$ cat config.mk
export PLATFORM = sky130hd
export DESIGN_NAME = opnd_ea_unit
export DESIGN_NICKNAME = d
export VERILOG_FILES = /design/src/rtl/opnd_ea_pkg.sv /design/src/rtl/opnd_areg_file.sv /design/src/rtl/opnd_addr_calc.sv /design/src/rtl/opnd_ea_unit.sv
export SDC_FILE = /design/constraint.sdc
export NUM_CORES = 1
export LEC_CHECK = 0
export BUFFER_PORTS_ARGS = -buffer_cell sky130_fd_sc_hd__buf_2
export CAP_MARGIN = 20
export CORE_MARGIN = 1.5
export CORE_UTILIZATION = 45
export CTS_BUF_LIST = sky130_fd_sc_hd__clkbuf_4
export DETAILED_ROUTE_END_ITERATION = 16
export MAX_ROUTING_LAYER = met4
export PLACE_DENSITY = 0.68
export SYNTH_ARGS = -nofsm -noshare
export SYNTH_HDL_FRONTEND = slang
export SYNTH_SLANG_ARGS = --single-unit
export TNS_END_PERCENT = 100
$ cat constraint.sdc
create_clock -name clk -period 5.6 [get_ports clk]
set_input_delay 0.84 -clock clk [delete_from_list [all_inputs] [get_ports clk]]
set_output_delay 0.84 -clock clk [all_outputs]
set_load 0.05 [all_outputs]
$ cat src/rtl/opnd_ea_pkg.sv
package opnd_ea_pkg;
  typedef enum logic [2:0] {
    AM_LIT  = 3'd0,
    AM_DREG = 3'd1,
    AM_ABS  = 3'd2,
    AM_IND  = 3'd3,
    AM_POST = 3'd4,
    AM_PRE  = 3'd5,
    AM_DISP = 3'd6,
    AM_IDX  = 3'd7
  } amode_e;

  typedef enum logic [1:0] {
    SRC_LIT = 2'd0,
    SRC_REG = 2'd1,
    SRC_MEM = 2'd2
  } src_e;

  // Byte step for an operand size code
  function automatic logic [2:0] step_bytes(input logic [1:0] sz);
    case (sz)
      2'd0:    step_bytes = 3'd1;
      2'd1:    step_bytes = 3'd2;
      default: step_bytes = 3'd4;
    endcase
  endfunction
endpackage

$ cat src/rtl/opnd_areg_file.sv
module opnd_areg_file #(
  parameter int NREG = 8,
  parameter int AW   = 32,
  localparam int SELW = $clog2(NREG)
) (
  input  logic            clk,
  input  logic            rst_n,
  input  logic            ld_en,
  input  logic [SELW-1:0] ld_sel,
  input  logic [AW-1:0]   ld_data,
  input  logic            wb_en,
  input  logic [SELW-1:0] wb_sel,
  input  logic [AW-1:0]   wb_data,
  input  logic [SELW-1:0] rd_sel,
  output logic [AW-1:0]   rd_data
);
  logic [NREG*AW-1:0] flat;

  for (genvar g = 0; g < NREG; g++) begin : g_reg
    logic [AW-1:0] r;
    always_ff @(posedge clk) begin
      if (!rst_n)
        r <= '0;
      else if (wb_en && wb_sel == SELW'(g))
        r <= wb_data;
      else if (ld_en && ld_sel == SELW'(g))
        r <= ld_data;
    end
    assign flat[g*AW +: AW] = r;
  end

  assign rd_data = flat[int'(rd_sel)*AW +: AW];
endmodule

$ cat src/rtl/opnd_addr_calc.sv
module opnd_addr_calc
  import opnd_ea_pkg::*;
#(
  parameter int AW    = 32,
  parameter int DISPW = 16
) (
  input  amode_e           mode,
  input  logic [AW-1:0]    base,
  input  logic [AW-1:0]    index,
  input  logic [DISPW-1:0] disp,
  input  logic [AW-1:0]    abs_addr,
  input  logic [1:0]       size,
  output src_e             src,
  output logic [AW-1:0]    lit,
  output logic [AW-1:0]    ea,
  output logic             wb_req,
  output logic [AW-1:0]    new_base
);
  logic [AW-1:0] sext;
  logic [AW-1:0] step;
  logic [AW-1:0] up, down;

  assign sext = {{(AW-DISPW){disp[DISPW-1]}}, disp};
  assign step = AW'(step_bytes(size));
  assign up   = base + step;
  assign down = base - step;
  assign lit  = sext;

  always_comb begin
    src      = SRC_MEM;
    ea       = base;
    wb_req   = 1'b0;
    new_base = base;
    unique case (mode)
      AM_LIT:  begin src = SRC_LIT; ea = '0; end
      AM_DREG: begin src = SRC_REG; ea = '0; end
      AM_ABS:  ea = abs_addr;
      AM_IND:  ea = base;
      AM_POST: begin ea = base; wb_req = 1'b1; new_base = up;   end
      AM_PRE:  begin ea = down; wb_req = 1'b1; new_base = down; end
      AM_DISP: ea = base + sext;
      AM_IDX:  ea = base + index + sext;
      default: ea = base;
    endcase
  end
endmodule

$ cat src/rtl/opnd_ea_unit.sv
module opnd_ea_unit
  import opnd_ea_pkg::*;
#(
  parameter int NREG  = 8,
  parameter int AW    = 32,
  parameter int DISPW = 16,
  localparam int SELW = $clog2(NREG)
) (
  input  logic             clk,
  input  logic             rst_n,
  input  logic             start_i,
  input  logic [2:0]       mode_i,
  input  logic [SELW-1:0]  areg_i,
  input  logic [SELW-1:0]  xreg_i,
  input  logic [DISPW-1:0] disp_i,
  input  logic [AW-1:0]    abs_i,
  input  logic [1:0]       size_i,
  input  logic             ld_en_i,
  input  logic [SELW-1:0]  ld_sel_i,
  input  logic [AW-1:0]    ld_data_i,
  output logic [SELW-1:0]  dix_sel_o,
  input  logic [AW-1:0]    dix_val_i,
  output logic             done_o,
  output logic [1:0]       src_o,
  output logic [AW-1:0]    imm_o,
  output logic [SELW-1:0]  reg_sel_o,
  output logic             mem_req_o,
  output logic [AW-1:0]    mem_addr_o,
  output logic             wb_en_o,
  output logic [SELW-1:0]  wb_sel_o,
  output logic [AW-1:0]    wb_data_o
);
  logic [AW-1:0] base;
  logic [AW-1:0] lit, ea, new_base;
  logic          wb_req, wb_fire;
  src_e          src;

  assign dix_sel_o = xreg_i;
  assign wb_fire   = start_i && wb_req;

  opnd_areg_file #(.NREG(NREG), .AW(AW)) u_file (
    .clk     (clk),
    .rst_n   (rst_n),
    .ld_en   (ld_en_i),
    .ld_sel  (ld_sel_i),
    .ld_data (ld_data_i),
    .wb_en   (wb_fire),
    .wb_sel  (areg_i),
    .wb_data (new_base),
    .rd_sel  (areg_i),
    .rd_data (base)
  );

  opnd_addr_calc #(.AW(AW), .DISPW(DISPW)) u_calc (
    .mode     (amode_e'(mode_i)),
    .base     (base),
    .index    (dix_val_i),
    .disp     (disp_i),
    .abs_addr (abs_i),
    .size     (size_i),
    .src      (src),
    .lit      (lit),
    .ea       (ea),
    .wb_req   (wb_req),
    .new_base (new_base)
  );

  always_ff @(posedge clk) begin
    if (!rst_n) begin
      done_o     <= 1'b0;
      src_o      <= SRC_LIT;
      imm_o      <= '0;
      reg_sel_o  <= '0;
      mem_req_o  <= 1'b0;
      mem_addr_o <= '0;
      wb_en_o    <= 1'b0;
      wb_sel_o   <= '0;
      wb_data_o  <= '0;
    end else begin
      done_o    <= start_i;
      mem_req_o <= start_i && (src == SRC_MEM);
      wb_en_o   <= wb_fire;
      if (start_i) begin
        src_o      <= src;
        imm_o      <= lit;
        reg_sel_o  <= areg_i;
        mem_addr_o <= ea;
        wb_sel_o   <= areg_i;
        wb_data_o  <= new_base;
      end
    end
  end
endmodule

Word-level counts from Yosys, hierarchy flattened:

Cells that the tools add are included.

* flip-flop bits (word level): 344
* logic and storage cells: 99
* output and inout bits: 110

* shifts and indexed selects: 1
* reductions and logical operators: 33
* $add $sub $neg: 5
* equality and inequality tests: 23
* muxes and demuxes: 21

Operators with widths (count)
* $mux 32: 16
* $shiftx 256x9->32: 1
* $pmux 32 s6: 1
* $add 32x32->32: 3
* $pmux 32 s2: 1
* $eq 3x3->1 const B: 12
* $add 32x3->32: 1
* $sub 32x3->32: 1
* $eq 3x2->1 const B: 6
* $logic_and 1x1->1: 18
* $reduce_bool 2->1: 8
* $eq 3x1->1 const B: 3
* $logic_not 3->1: 3
* $pmux 3 s2: 1
* $reduce_or 2->1: 3
* $pmux 2 s2: 1
* $eq 2x1->1 const B: 1
* $eq 2x2->1 const B: 1
* $logic_not 2->1: 1
* $mux 1: 1

Longest topological paths before layout:

Gate-level depths: netlist of run 1.

* depth after elaboration: 6
* mapped depth: 25
* gate-level depth less buffers: 19

Modules after synthesis:

From an unflattened synthesis of run 1, not the netlist that was laid out.

* cells, all modules: 2859
* area, all modules: 23626.4 um^2

Modules (own cells, without submodules)
* opnd_areg_file: sequential area each 5124.9 um^2, instances 1, area an instance 13031.2 um^2, cells each 1597
* opnd_addr_calc: sequential area each 0.0 um^2, instances 1, area an instance 6620.1 um^2, cells each 922
* opnd_ea_unit: sequential area each 2082.0 um^2, instances 1, area an instance 3975.1 um^2, cells each 340

Worst setup path after synthesis of run 1:

Ideal clock, no wire load.

* path kind: input port to flip-flop
* start point: input areg_i[0]
* end point: register mem_addr_o[29]
* arrival: 5484 ps
* library setup time: 117 ps
* required time: 5483 ps
* path slack: -1 ps
* stages on the path: 24
* cells stage by stage: buf_2 > buf_2 > buf_2 > buf_2 > buf_2 > mux4_2 > nand2_1 > nand2_1 > inv_1 > fa_1 > inv_1 > ha_1 > inv_1 > fa_1 > nor2b_1 > o2111ai_1 > and3_1 > nor3_1 > o21ai_0 > a21oi_1 > a31oi_1 > xor2_1 > o211ai_1 > a22o_1

* cells in the longest elaborated chain, start to end: 4
* elaborated cells between the ends (all ways): 6
* classes of those cells: 4 x add/sub; 1 x shift; 1 x mux

Ends and longest elaborated chain
* from (decl): line opnd_ea_unit.sv:13 `input logic [SELW-1:0] areg_i,`
* $shiftx 256x9->32 *: line opnd_areg_file.sv:32 `assign rd_data = flat[int'(rd_sel)*AW +: AW];`
* $add 32x32->32 (2 in series): line opnd_addr_calc.sv:42 `AM_IDX: ea = base + index + sext;`
* $pmux 32 s6 *: line opnd_addr_calc.sv:34 `unique case (mode)`
* to (signal assigned): line opnd_ea_unit.sv:75 `mem_addr_o <= '0;`
* to (signal assigned): line opnd_ea_unit.sv:87 `mem_addr_o <= ea;`
* to (decl): line opnd_ea_unit.sv:28 `output logic [AW-1:0] mem_addr_o,`

Mark *: on every way between the ends. The rest lies on a longest branch, timed or not.
A chain may end at the register's enable or synchronous reset.

Final worst setup path of run 1:

* start point: input areg_i[1]
* end point: register mem_addr_o[23]

The elaborated chain is that of the path after synthesis.

==> results of run 1 <==
## cell type report
class / count / area (um2) / area share
inverters: 51 / 194 / 0.00742
diodes: 13 / 32.5 / 0.00125
clock buffers: 131 / 983 / 0.0376
well taps: 672 / 841 / 0.0322
flip-flops and latches: 344 / 6890 / 0.264
clock inverters: 23 / 101 / 0.00388
multi-input cells: 1932 / 15000 / 0.573
repair buffers: 347 / 2100 / 0.0806
## sequential cells by signal, summed over array words and instances (netlist names)
signal and count:
done_o 1, imm_o 16, mem_addr_o 32, mem_req_o 1
src_o 2, u_file.g.r 256, wb_data_o 32, wb_en_o 1
wb_sel_o 3
## metal layers
layer | global-route usage | wire, um | vias up | part of all wire
met2 | 0.504 | 38500 | 1094 | 0.47
met1 | 0.401 | 34700 | 10600 | 0.42
li1 | - | - | 9925 | -
met3 | 0.0616 | 7000 | 197 | 0.084
met5 | - | 0 | - | 0
met4 | 0.123 | 2590 | 0 | 0.031
## report_power, final
group	switching [mW]	internal, mW
Clock	1.09	1.07
Combinational	1.12	0.645
Sequential	0.0529	2.54
Total	2.27	4.25
## Yosys cell counts, types with 14 or more instances
master	instances
nor3_1	26
o21ai_0	237
mux2i_1	120
nand3_1	30
and3_1	18
nand2_1	129
a22oi_1	15
a31oi_1	17
nor2_1	218
buf_1	16
xnor2_1	49
dfxtp_1	344
a21oi_1	230
a21o_1	23
ha_1	67
inv_1	44
xor2_1	36
a22o_1	17
mux2_2	191
nor2b_1	23
clkbuf_1	151
nand4_1	15
mux4_2	33
o22ai_1	23
or3_1	14
buf_4	26
a211oi_1	130
fa_1	35
## logic make-up (layout without fill, tap and decap cells)
kind of cell | Yosys count | in the layout | synth area share
AO/OA/AOI/OAI | 826 | 826 | 0.228
adder cells (fa/ha/maj) | 102 | 102 | 0.0669
other | 0 | 13 | 0
buffers and inverters | 266 | 552 | 0.0522
multiplexers | 367 | 367 | 0.200
flip-flops | 344 | 344 | 0.300
AND/OR/NAND/NOR | 541 | 541 | 0.113
XOR/XNOR | 96 | 96 | 0.0402
## worst reg2reg max path, stage by stage, from the launching register on
cell	delay, ns
dfxtp_1	0.32
mux4_2	0.45
nand2_1	0.10
nand2_1	0.12
inv_1	0.20
fa_1	0.45
inv_1	0.07
ha_1	0.18
inv_1	0.07
fa_1	0.46
nor2b_1	0.16
o2111ai_1	0.14
and3_1	0.25
nor3_1	0.22
buf_4	0.18
o21ai_0	0.14
a21oi_2	0.28
a31oi_1	0.14
xor2_1	0.18
o211ai_1	0.10
a22o_1	0.21
## path summary, 6_finish.rpt
kind / from / to / slack (ns) / depth (start not counted)
setup / recovery: areg_i[1] / mem_addr_o[23] / 1.04 / 16
hold reg to reg: mem_addr_o[8] / mem_addr_o[8] / 0.44 / 2
setup reg to reg: u_file.g_reg[4].r[1] / mem_addr_o[29] / 1.12 / 20
hold / removal: disp_i[0] / imm_o[0] / 0.30 / 3
==> results_dict.tcl, run 1 <==
set metrics [dict create \
    status "finished clean" \
    start_util 0.457 \
    dpl_cell_area_mm2 0.0250 \
    synth_top_area_share 0.300 \
    worstMarginPinSlew_ns 1.17 \
    start_kind "input pin" \
    synthCells 2542 \
    synth_area_leaders "dfxtp_1, mux2_2, mux2i_1, o21ai_0, a21oi_1" \
    syn2layout_area_growth_pct 13.6 \
    clock_latency_ns 0.87 \
    row_count 82 \
    layout_setup_ws_ns 1.04 \
    cts_setup_buffers 0 \
    total_power_mw 6.53 \
    die_y_um 229 \
    final_max_slew_viol_count 0 \
    seq_area_frac_synth 0.300 \
    ctsHoldBuffers 0 \
    relSlewSlack 0.213 \
    final_common_cell "dfxtp_1" \
    ys_seq_elements 344 \
    synth.distinct_cells 108 \
    rsz0062_at_grt "no" \
    cpPeakStageDelay_ns 0.52 \
    placed_cells_incl_taps 3345 \
    synth-main-ff-cell "dfxtp_1" \
    critPathKind "in -> reg" \
    grt_pass1_wl_um 126000 \
    ir_drop_mv 0.131 \
    nets 3000 \
    synth_edf_count 0 \
    grtUsageTotal 0.319 \
    via_per_inst 6.20 \
    min_path_type "in -> reg" \
    setup_viol 0 \
    path_max_fanout 16 \
    yosysWarnings 0 \
    io_buffers 233 \
    setup-tns-final_ns 0 \
    cp.arrival_ns 5.31 \
    vias 21800 \
    async_flop_share 0 \
    powerDensity_mw_per_mm2 250 \
    clkSlewWorstSetupHoldPaths_ns 0.07 \
    final_cell_mix "dfxtp_1, o21ai_0, buf_2" \
    totalWireLength_um 82900 \
    ioPinCount 240 \
    drive_above_1_share 0.282 \
    final_area_mm2 0.0261 \
    gr-total-overflow 0 \
    grt_pass1_vias 21400 \
    synth_nets 2774 \
    final_cells 3513 \
    cpMaxStageDelayCell "mux4_2" \
    cp_data_required_time_ns 6.34 \
    drt-initial-drc-count 2094 \
    fp.coreArea_mm2 0.0503 \
    leakagePower_nw 11.2 \
    gp_congestion 1.02 \
    antenna_found_initial 12 \
    end_kind "flop" \
    cts_max_path_buffers 3 \
    crit_chain "buf_4 -> buf_4 -> mux4_2 -> mux2i_2 -> inv_1 -> fa_1 -> ha_1 -> nand4_1 -> nor2_1 -> o21ai_0 -> o211ai_1 -> o22ai_1 -> o21bai_1 -> xor2_1 -> a221oi_1 -> o21ai_0" \
    finalCoreUtilization 0.520 \
    clock-sinks 344 \
    drt-pass1-iter-count 6 \
    crit_buf_inv 3 \
    drt.antenna.violating_nets 0 \
    drt-wirelength-per-cell_um 23.6 \
    drc 0 \
    cts_tree "done" \
    max_freq_ghz 0.219 \
    cts_resized 0 \
    syn_area_per_cell_um2 9.04 \
    cts_buffers 92 \
    grt_max_degree 134 \
    die_area_mm2 0.0525 \
    clockRootBuffer "clkbuf_4" \
    synth_top_area_cell "dfxtp_1" \
    hold_viol_final 0 \
    hpwl_um 58200 \
    finalCriticalPeriod_ns 4.56 \
    timing.final.crit_share 0.815 \
    clock_skew_ns 0.0541 \
    place_ws_ns 0.242 \
    synth_area_mm2 0.0230 \
    fill_cells 4652 \
    cap_viol_max_count 0 \
    die_w_um 229 \
    htreeDepth 3 \
    cp_top_family "compound AO/OA/AOI/OAI gates" \
    whs_ns 0.300 \
]
Note: power is estimated with default switching activity, not from simulation.
==> run 2: changes to the inputs <==
--- a/config.mk
+++ b/config.mk
@@ -12,7 +12,7 @@
 export CTS_BUF_LIST = sky130_fd_sc_hd__clkbuf_4
 export DETAILED_ROUTE_END_ITERATION = 16
 export MAX_ROUTING_LAYER = met4
-export PLACE_DENSITY = 0.68
+export PLACE_DENSITY = 0.66
 export SYNTH_ARGS = -nofsm -noshare
 export SYNTH_HDL_FRONTEND = slang
 export SYNTH_SLANG_ARGS = --single-unit
==> constraint.sdc (replaced) <==
create_clock -name clk -period 4.5 [get_ports clk]
set_input_delay 0.675 -clock clk [delete_from_list [all_inputs] [get_ports clk]]
set_output_delay 0.675 -clock clk [all_outputs]
set_load 0.05 [all_outputs]
==> results_dict.tcl, run 2 (synthesis gave the netlist of run 1 again) <==
set metrics [dict create \
    start_util 0.457 \
    setup_viol 0 \
    drt.antenna.violating_nets 0 \
    layout_setup_ws_ns 0.285 \
    totalWireLength_um 86600 \
    drt-initial-drc-count 2005 \
    path_max_fanout 4 \
    hpwl_um 61600 \
    clkSlewWorstSetupHoldPaths_ns 0.07 \
    powerDensity_mw_per_mm2 311 \
    io_buffers 233 \
    gr-total-overflow 0 \
    ioPinCount 240 \
    critPathKind "reg -> reg" \
    cts_resized 0 \
    drive_above_1_share 0.330 \
    drt-wirelength-per-cell_um 23.3 \
    leakagePower_nw 12.3 \
    total_power_mw 8.65 \
    worstMarginPinSlew_ns 0.999 \
    rsz0062_at_grt "no" \
    grt_pass1_vias 22000 \
    cts_setup_buffers 0 \
    relSlewSlack 0.334 \
    die_w_um 229 \
    multi_input_area_mm2 0.0150 \
    regMostFlops "u_file.g.r" \
    die_y_um 229 \
    largest_reg_flops 256 \
    final_max_slew_viol_count 0 \
    fill_cells 4532 \
    final_cell_mix "dfxtp_1, buf_4, o21ai_0" \
    ir_drop_mv 0.144 \
    grtUsageTotal 0.332 \
    min_path_type "in -> reg" \
    drt-pass1-iter-count 7 \
    end_kind "flop" \
    cts_max_path_buffers 3 \
    finalCoreUtilization 0.553 \
    setup-tns-final_ns 0 \
    clock-sinks 344 \
    clock_skew_ns 0.0712 \
    regArea_mm2 0.00689 \
    row_count 82 \
    start_kind "flop" \
    cp.arrival_ns 4.94 \
    hold_viol_final 0 \
    syn2layout_area_growth_pct 21.0 \
    reg_top3 "u_file.g.r x256, mem_addr_o x32, wb_data_o x32" \
    cap_viol_max_count 0 \
    final_common_cell "dfxtp_1" \
    timing.final.crit_share 0.937 \
    max_freq_ghz 0.237 \
    cts_buffers 89 \
    place_ws_ns -0.467 \
    htreeDepth 3 \
    cts_tree "done" \
    grt_max_degree 112 \
    gp_congestion 1.02 \
    fp.coreArea_mm2 0.0503 \
    cp_data_required_time_ns 5.23 \
    vias 22500 \
    drc 0 \
    antenna_found_initial 13 \
    via_per_inst 6.07 \
    ctsHoldBuffers 0 \
    clock_latency_ns 0.89 \
    status "finished clean" \
    nets 3194 \
    finalCriticalPeriod_ns 4.21 \
    grt_pass1_wl_um 131000 \
    die_area_mm2 0.0525 \
    clockRootBuffer "clkbuf_4" \
]
run 2: changes by cell type in the layout (fill, tap and decap cells not counted), sizes merged:
cell | previous run | this run
bufinv | 0 | 4
clkinvlp | 2 | 0
clkinv | 20 | 23
inv | 52 | 49
clkbuf | 131 | 129
buf | 347 | 544
run 2: critical path: stages, from the launching register on:
cell       delay, ns
dfxtp_1         0.32
mux4_2          0.48
nand2_1         0.09
nand2_2         0.10
inv_2           0.09
fa_1            0.42
inv_1           0.07
ha_2            0.18
inv_2           0.04
fa_2            0.34
nor2b_1         0.17
o2111ai_1       0.17
and3_1          0.22
nor3_1          0.20
buf_4           0.16
o21ai_0         0.07
buf_4           0.15
a21oi_2         0.22
a31oi_1         0.13
xor2_1          0.16
o211ai_1        0.10
a22o_1          0.20
run 2: cell type report:
class                   instances  area share
multi-input cells            1932       0.539
flip-flops and latches        344       0.248
clock inverters                25     0.00742
clock buffers                 129      0.0348
repair buffers                544       0.133
diodes                         13     0.00117
inverters                      51     0.00697
well taps                     672      0.0302
run 2: path summary, 6_finish.rpt:
kind	startpoint	to	slack [ns]	cells after the start
setup reg to reg	u_file.g_reg[7].r[1]	mem_addr_o[29]	0.29	21
hold / removal	abs_i[20]	mem_addr_o[20]	0.12	3
setup / recovery	u_file.g_reg[7].r[1]	mem_addr_o[29]	0.29	21
hold reg to reg	mem_addr_o[15]	mem_addr_o[15]	0.44	2
run 2: routing by layer:
| layer | part of all wire | wire length [um] | track usage | vias to the layer above |
|---|---|---|---|---|
| li1 | - | - | - | 10300 |
| met1 | 0.42 | 36100 | 0.424 | 10900 |
| met2 | 0.46 | 39600 | 0.518 | 1166 |
| met3 | 0.096 | 8360 | 0.0674 | 186 |
| met4 | 0.031 | 2650 | 0.123 | 0 |
| met5 | 0 | 0 | - | - |
run 2: through the flow:
step,hold WS [ns],cell area [um2],instances
2_1_floorplan,0.520,23100,2542
3_3_place_gp,0.428,26600,3542
3_5_place_dp,0.434,26600,3542
4_1_cts,0.0361,27800,3696
5_1_grt,0.116,27800,3710
6_report,0.117,27800,3710
run 2: where the power goes:
part	internal [mW]	leakage [nW]	switching, mW
logic	1.03	8.79	1.47
clock network	1.54	0.691	1.39
registers	3.16	2.80	0.0688
